<file path="src/rtl/clk_out_gate.sv">
module clk_out_gate #(
  parameter int NCH  = 4,
  parameter int DW   = 8,
  parameter int QUAL = 4
) (
  input  logic              clk_src,
  input  logic              rst_n,
  input  logic              glob_en,
  input  logic [NCH-1:0]    pin_en,
  input  logic [NCH-1:0]    div_on,
  input  logic [NCH-1:0]    mute,
  input  logic [NCH-1:0]    mute_lvl,
  input  logic [NCH-1:0]    glitchless,
  input  logic [NCH*DW-1:0] div_m1,
  input  logic              byp_on,
  input  logic              byp_clk,
  output logic [NCH-1:0]    clk_out,
  output logic              byp_out
);
  localparam int QW = (QUAL > 2) ? $clog2(QUAL) : 1;

  logic [DW-1:0] cnt    [NCH];
  logic [DW-1:0] cnt_nx [NCH];
  logic [DW-1:0] lim    [NCH];
  logic [DW:0]   hl     [NCH];
  logic [QW-1:0] qc     [NCH];
  logic [1:0]    sy     [NCH];
  logic [NCH-1:0] en_q, mute_q, gate_q, hi_q;
  logic [NCH-1:0] wrap, diff, acc, en_nx, mute_nx, hi_nx;

  always_comb begin
    for (int c = 0; c < NCH; c++) begin
      lim[c]     = (div_m1[c*DW +: DW] == '0) ? DW'(1) : div_m1[c*DW +: DW];
      hl[c]      = ({1'b0, lim[c]} + (DW+1)'(2)) >> 1;
      wrap[c]    = div_on[c] && (cnt[c] == lim[c]);
      cnt_nx[c]  = !div_on[c] ? lim[c] : (wrap[c] ? '0 : cnt[c] + DW'(1));
      hi_nx[c]   = div_on[c] && ({1'b0, cnt_nx[c]} < hl[c]);
      diff[c]    = sy[c][1] != en_q[c];
      acc[c]     = wrap[c] && diff[c] && (qc[c] == QW'(QUAL-1));
      en_nx[c]   = acc[c] ? sy[c][1] : en_q[c];
      mute_nx[c] = (glitchless[c] && !wrap[c]) ? mute_q[c] : mute[c];
    end
  end

  always_ff @(posedge clk_src or negedge rst_n) begin
    if (!rst_n) begin
      for (int c = 0; c < NCH; c++) begin
        cnt[c] <= '0;
        qc[c]  <= '0;
        sy[c]  <= '0;
      end
      en_q   <= '0;
      mute_q <= '1;
      gate_q <= '0;
      hi_q   <= '0;
    end else begin
      for (int c = 0; c < NCH; c++) begin
        cnt[c] <= cnt_nx[c];
        sy[c]  <= {sy[c][0], pin_en[c] & glob_en};
        if (wrap[c]) qc[c] <= (diff[c] && !acc[c]) ? qc[c] + QW'(1) : '0;
      end
      en_q   <= en_nx;
      mute_q <= mute_nx;
      gate_q <= en_nx & ~mute_nx;
      hi_q   <= hi_nx;
    end
  end

  assign clk_out = (gate_q & hi_q) | (~gate_q & mute_lvl);
  assign byp_out = byp_on & byp_clk;

endmodule


</file>
<file path="config.mk">
export PLATFORM = sky130hd
export DESIGN_NAME = clk_out_gate
export DESIGN_NICKNAME = d
export VERILOG_FILES = /design/src/rtl/clk_out_gate.sv
export SDC_FILE = /design/constraint.sdc
export NUM_CORES = 1
export LEC_CHECK = 0
export CORE_MARGIN = 2
export CORE_UTILIZATION = 35
export DETAILED_ROUTE_END_ITERATION = 10
export PLACE_DENSITY_LB_ADDON = 0.12
export SLEW_MARGIN = 20
export SYNTH_ARGS = -nofsm -noshare
export SYNTH_HDL_FRONTEND = slang
export SYNTH_SLANG_ARGS = --single-unit
</file>
<file path="constraint.sdc">
create_clock -name clk_src -period 4.3 [get_ports clk_src]
set_clock_uncertainty 0.05 [all_clocks]
set_input_delay 0.645 -clock clk_src [delete_from_list [all_inputs] [get_ports clk_src]]
set_output_delay 0.645 -clock clk_src [all_outputs]
set_load 0.01 [all_outputs]
</file>
# Yosys cells after proc, flatten, opt, wreduce, memory -nomap -nowiden

Index checks and enable logic that the tools add are counted.

Reduce and logical (&&, ||, !) cells: 36
Muxes and demuxes: 24
Bitwise gates (word level): 11
Add/subtract/negate cells: 12
Order comparisons: 4
Equality and inequality tests: 12

Operators with widths:

| operator              | count |
|---|---|
| $mux W8               | 12 |
| $add A8 B2 Y9 const B | 4 |
| $add A8 B1 Y8 const B | 4 |
| $eq A8 B8 Y1          | 4 |
| $logic_not A8 Y1      | 4 |
| $lt A8 B8 Y1          | 4 |
| $logic_and A1 B1 Y1   | 24 |
| $and A4 B4 Y4         | 3 |
| $add A2 B1 Y2 const B | 4 |
| $eq A2 B2 Y1 const B  | 4 |
| $logic_not A1 Y1      | 8 |
| $mux W1               | 8 |
| $mux W2               | 4 |
| $not A4 Y4            | 2 |
| $and A1 B1 Y1         | 5 |
| $ne A1 B1 Y1          | 4 |
| $or A4 B4 Y4          | 1 |

Output and inout bits: 5
Word-level logic and storage cells: 115
Bits of input ports: 57
Register bits: 64

# Depth between registers and ports, before layout

Depth after elaboration: 9
Gate-level depth with buffers: 13
Gate-level depth less buffers: 11

# Worst setup path before layout

OpenSTA, ideal clock, no wires.

Path type: input to register
Start: in div_m1[9]
End: reg hi_q[1]
Stages: 11
Arrival: 3.158 ns
Setup slack: 1.011 ns
Data required time: 4.168 ns
Cells stage by stage: buf_2 xnor2_1 nand4_1 or3_1 clkbuf_1 nor3_2 o22ai_1 ha_1 a211o_1 a2111o_1 a31oi_1

RTL lines:

| what                   | RTL line | text |
|---|---|---|
| start: declaration     | 14       | `input logic [NCH*DW-1:0] div_m1,` |
| end signal: assignment | 65       | `hi_q <= hi_nx;` |
| end: declaration       | 28       | `logic [NCH-1:0] en_q, mute_q, gate_q, hi_q;` |

==> metrics.txt <==
worst r2r src=cnt[13]$_DFF_PN0_; register cell area after layout=1610 µm²; DIE HEIGHT=118 µm; clk sink count=64; Hold Vio Cnt, Final=0; via count=3760; worst-margin pin slew=0.867 ns; global-route wire length before repair=18300 µm; core area=12700 µm²; status=finished, final reports clean; critical path startpoint category=input port; total routed wirelength=10700 µm; Critical Path Fanout Max=9; max-slew violation count=0; Worst setup endpoint=hi_q[3]$_DFF_PN0_; Avg Cell Area, Syn=9.27 µm²; num ports=62; number of global-route vias before repair=3860; Power Density=328 nW/µm²; Setup TNS Final=0 ns; Worst Path Arrival=3.92 ns; CTS tree=built; Multi-input gate area=2810 µm²; crit share post-route=87.7%; Hold/Removal Path Class=reg -> reg; Netlist cell types=55; clock-pin slew on the worst setup and hold paths=0.05 ns; Pleak=2.40 nW; FF-to-FF setup slack=1.17 ns; RR Endpoint=hi_q[2]$_DFF_PN0_; gp weighted congestion=0.859; CP startpoint=div_m1[31]; share of post-route cells with drive strength above 1=8.19%; Post-synth EDFFs=0; synthesis warning total=0; Max-Cap Viols=0; Max IR drop VDD=0.158 mV; WL per Instance=14.6 µm; post-CTS sizing=0; antenna-violating nets left=0; # setup viols final=0; drt drc=0; GRT overflow=0; initial antenna violation count=0; hpwl dp=8180 µm; final layout net count=650; cts hold-fix bufs=0; die width=118 µm; Power, Total=1.86 mW; Avg Vias per Cell=5.12; crit path time final=3.77 ns; post-synthesis cell count=495; htree depth=3; Yosys reg bits=64; First DRT Iteration DRCs=258; die area=14000 µm²; total track usage=16.1%; total iterations of the first detailed-routing run=4; area grow syn2layout=24.0%; RSZ-0062 raised after global routing=no; Worst Reg-to-Reg Cells=8; post-synthesis cell area=4590 µm²; Synth async-reset ratio=100%; highest clock rate=0.265 GHz; port bufs=61; antenna diode count=0; sequential fraction of the synthesis area=35.0%; Main synth FF type=dfrtp_1; CP endpoint kind=register; largest net degree at the start of global routing=36; Clock Latency Late Sink=0.33 ns; Syn Nets=588; fillers=1276; clk buf depth=2; site row count=41; Rel. slew slack=42.2%; TritonCTS Buffers=9; Worst EP required=4.45 ns; WS Path Type=in -> reg; post-CTS setup buffer count=0; Initial Util=36.1%; Root Buffer=clkbuf_16
## layout by cell type (no fill, tap or decap), types with 11 or more instances in the layout
cell type and n:
o21ai_0 19, xnor2_1 64, inv_1 25, a21oi_1 12, clkdlybuf4s50_1 60, dfrtp_1 60
o31ai_1 11, nor2_1 15, nand2_1 60, ha_1 36, xor2_1 17, nand3_1 19
## critical path, stage by stage
cell             delay (ns)
clkdlybuf4s50_1        0.51
nor4_1                 0.53
o21ai_0                0.18
or3_1                  0.48
nor2_4                 0.26
o22ai_1                0.17
ha_1                   0.33
a211oi_1               0.31
o2111ai_1              0.15
a2111oi_0              0.37
## cells in the mapped netlist, types with 4 or more instances
master      n  area [µm²]
nand3_1    19        95.1
o21ai_0    19        95.1
nor2_1     15        56.3
o31ai_1    11        82.6
and3_1      8        50.1
xor2_1     17         149
mux2_2     10         113
nor3_1      9        45.0
and2_1      5        31.3
dfstp_2     4         105
o2bb2ai_1   9        78.8
a21oi_1    12        60.1
a21o_1      7        52.6
o22ai_1     8        50.1
nand4_1    10        62.6
nor2b_1     6        37.5
nand2_1    60         225
ha_1       36         450
inv_1      25        93.8
dfrtp_1    60        1500
nor4_1      9        56.3
a221oi_1    5        43.8
xnor2_1    64         561
nand2b_1    5        31.3
clkbuf_1   14        52.6
## registers in the layout, summed over array words and instances (netlist names)
name / cells
qc: 8
mute_q: 4
cnt: 32
hi_q: 4
sy: 8
gate_q: 4
en_q: 4
## power by group
part / total (mW) / internal [mW] / switching, mW
Sequential: 0.715 / 0.658 / 0.0572
Combinational: 0.435 / 0.217 / 0.218
Clock: 0.715 / 0.445 / 0.270
## routing by layer
metal / GRT usage [%] / part of all wire [%]
met3: 2.80 / 3.9
met4: 6.47 / 1.5
met2: 26.9 / 48
met5: 0 / 0
met1: 20.5 / 46
## cell families (layout without fill, tap and decap cells)
family,after synthesis,count (layout),share of synthesized area [%]
AND/OR/NAND/NOR,164,164,18.5
AO/OA/AOI/OAI,93,93,14.3
XOR/XNOR,81,81,15.5
flip-flops,64,64,35.0
buffers and inverters,44,111,3.74
adder cells (fa/ha/maj),36,36,9.82
multiplexers,13,13,3.11
## worst min-delay path by stage
stage / from / endpoint / slack, ns / cells after the start
CTS: sy[0]$_DFF_PN0_ / sy[1]$_DFF_PN0_ / 0.30 / 0
finish: sy[4]$_DFF_PN0_ / sy[5]$_DFF_PN0_ / 0.30 / 0
floorplan: sy[0]$_DFF_PN0_ / sy[1]$_DFF_PN0_ / 0.28 / 0
detailed placement: sy[0]$_DFF_PN0_ / sy[1]$_DFF_PN0_ / 0.29 / 0
global placement: sy[4]$_DFF_PN0_ / sy[5]$_DFF_PN0_ / 0.28 / 0
global route: sy[0]$_DFF_PN0_ / sy[1]$_DFF_PN0_ / 0.32 / 0
## area by class of cell
class	count	area share (%)
Clock buffer	10	4.03
Tap cell	172	3.78
Timing Repair Buffer	70	11.8
Clock inverter	6	1.06
Sequential cell	64	28.2
Inverter	25	1.65
Multi-Input combinational cell	387	49.4
## metrics by stage
step / util (%) / instance area (µm²) / hold slack [ns] / setup slack [ns] / cells
floorplan: - / 4590 / 0.281 / 1.01 / 495
global placement: 42.4 / 5400 / 0.284 / 0.251 / 718
detailed placement: 42.4 / 5400 / 0.292 / 0.159 / 718
CTS: 44.7 / 5690 / 0.304 / 0.506 / 734
global route: 44.7 / 5690 / 0.316 / 0.248 / 734
finish: 44.7 / 5690 / 0.301 / 0.529 / 734
Power figures use the tool's default switching activity.
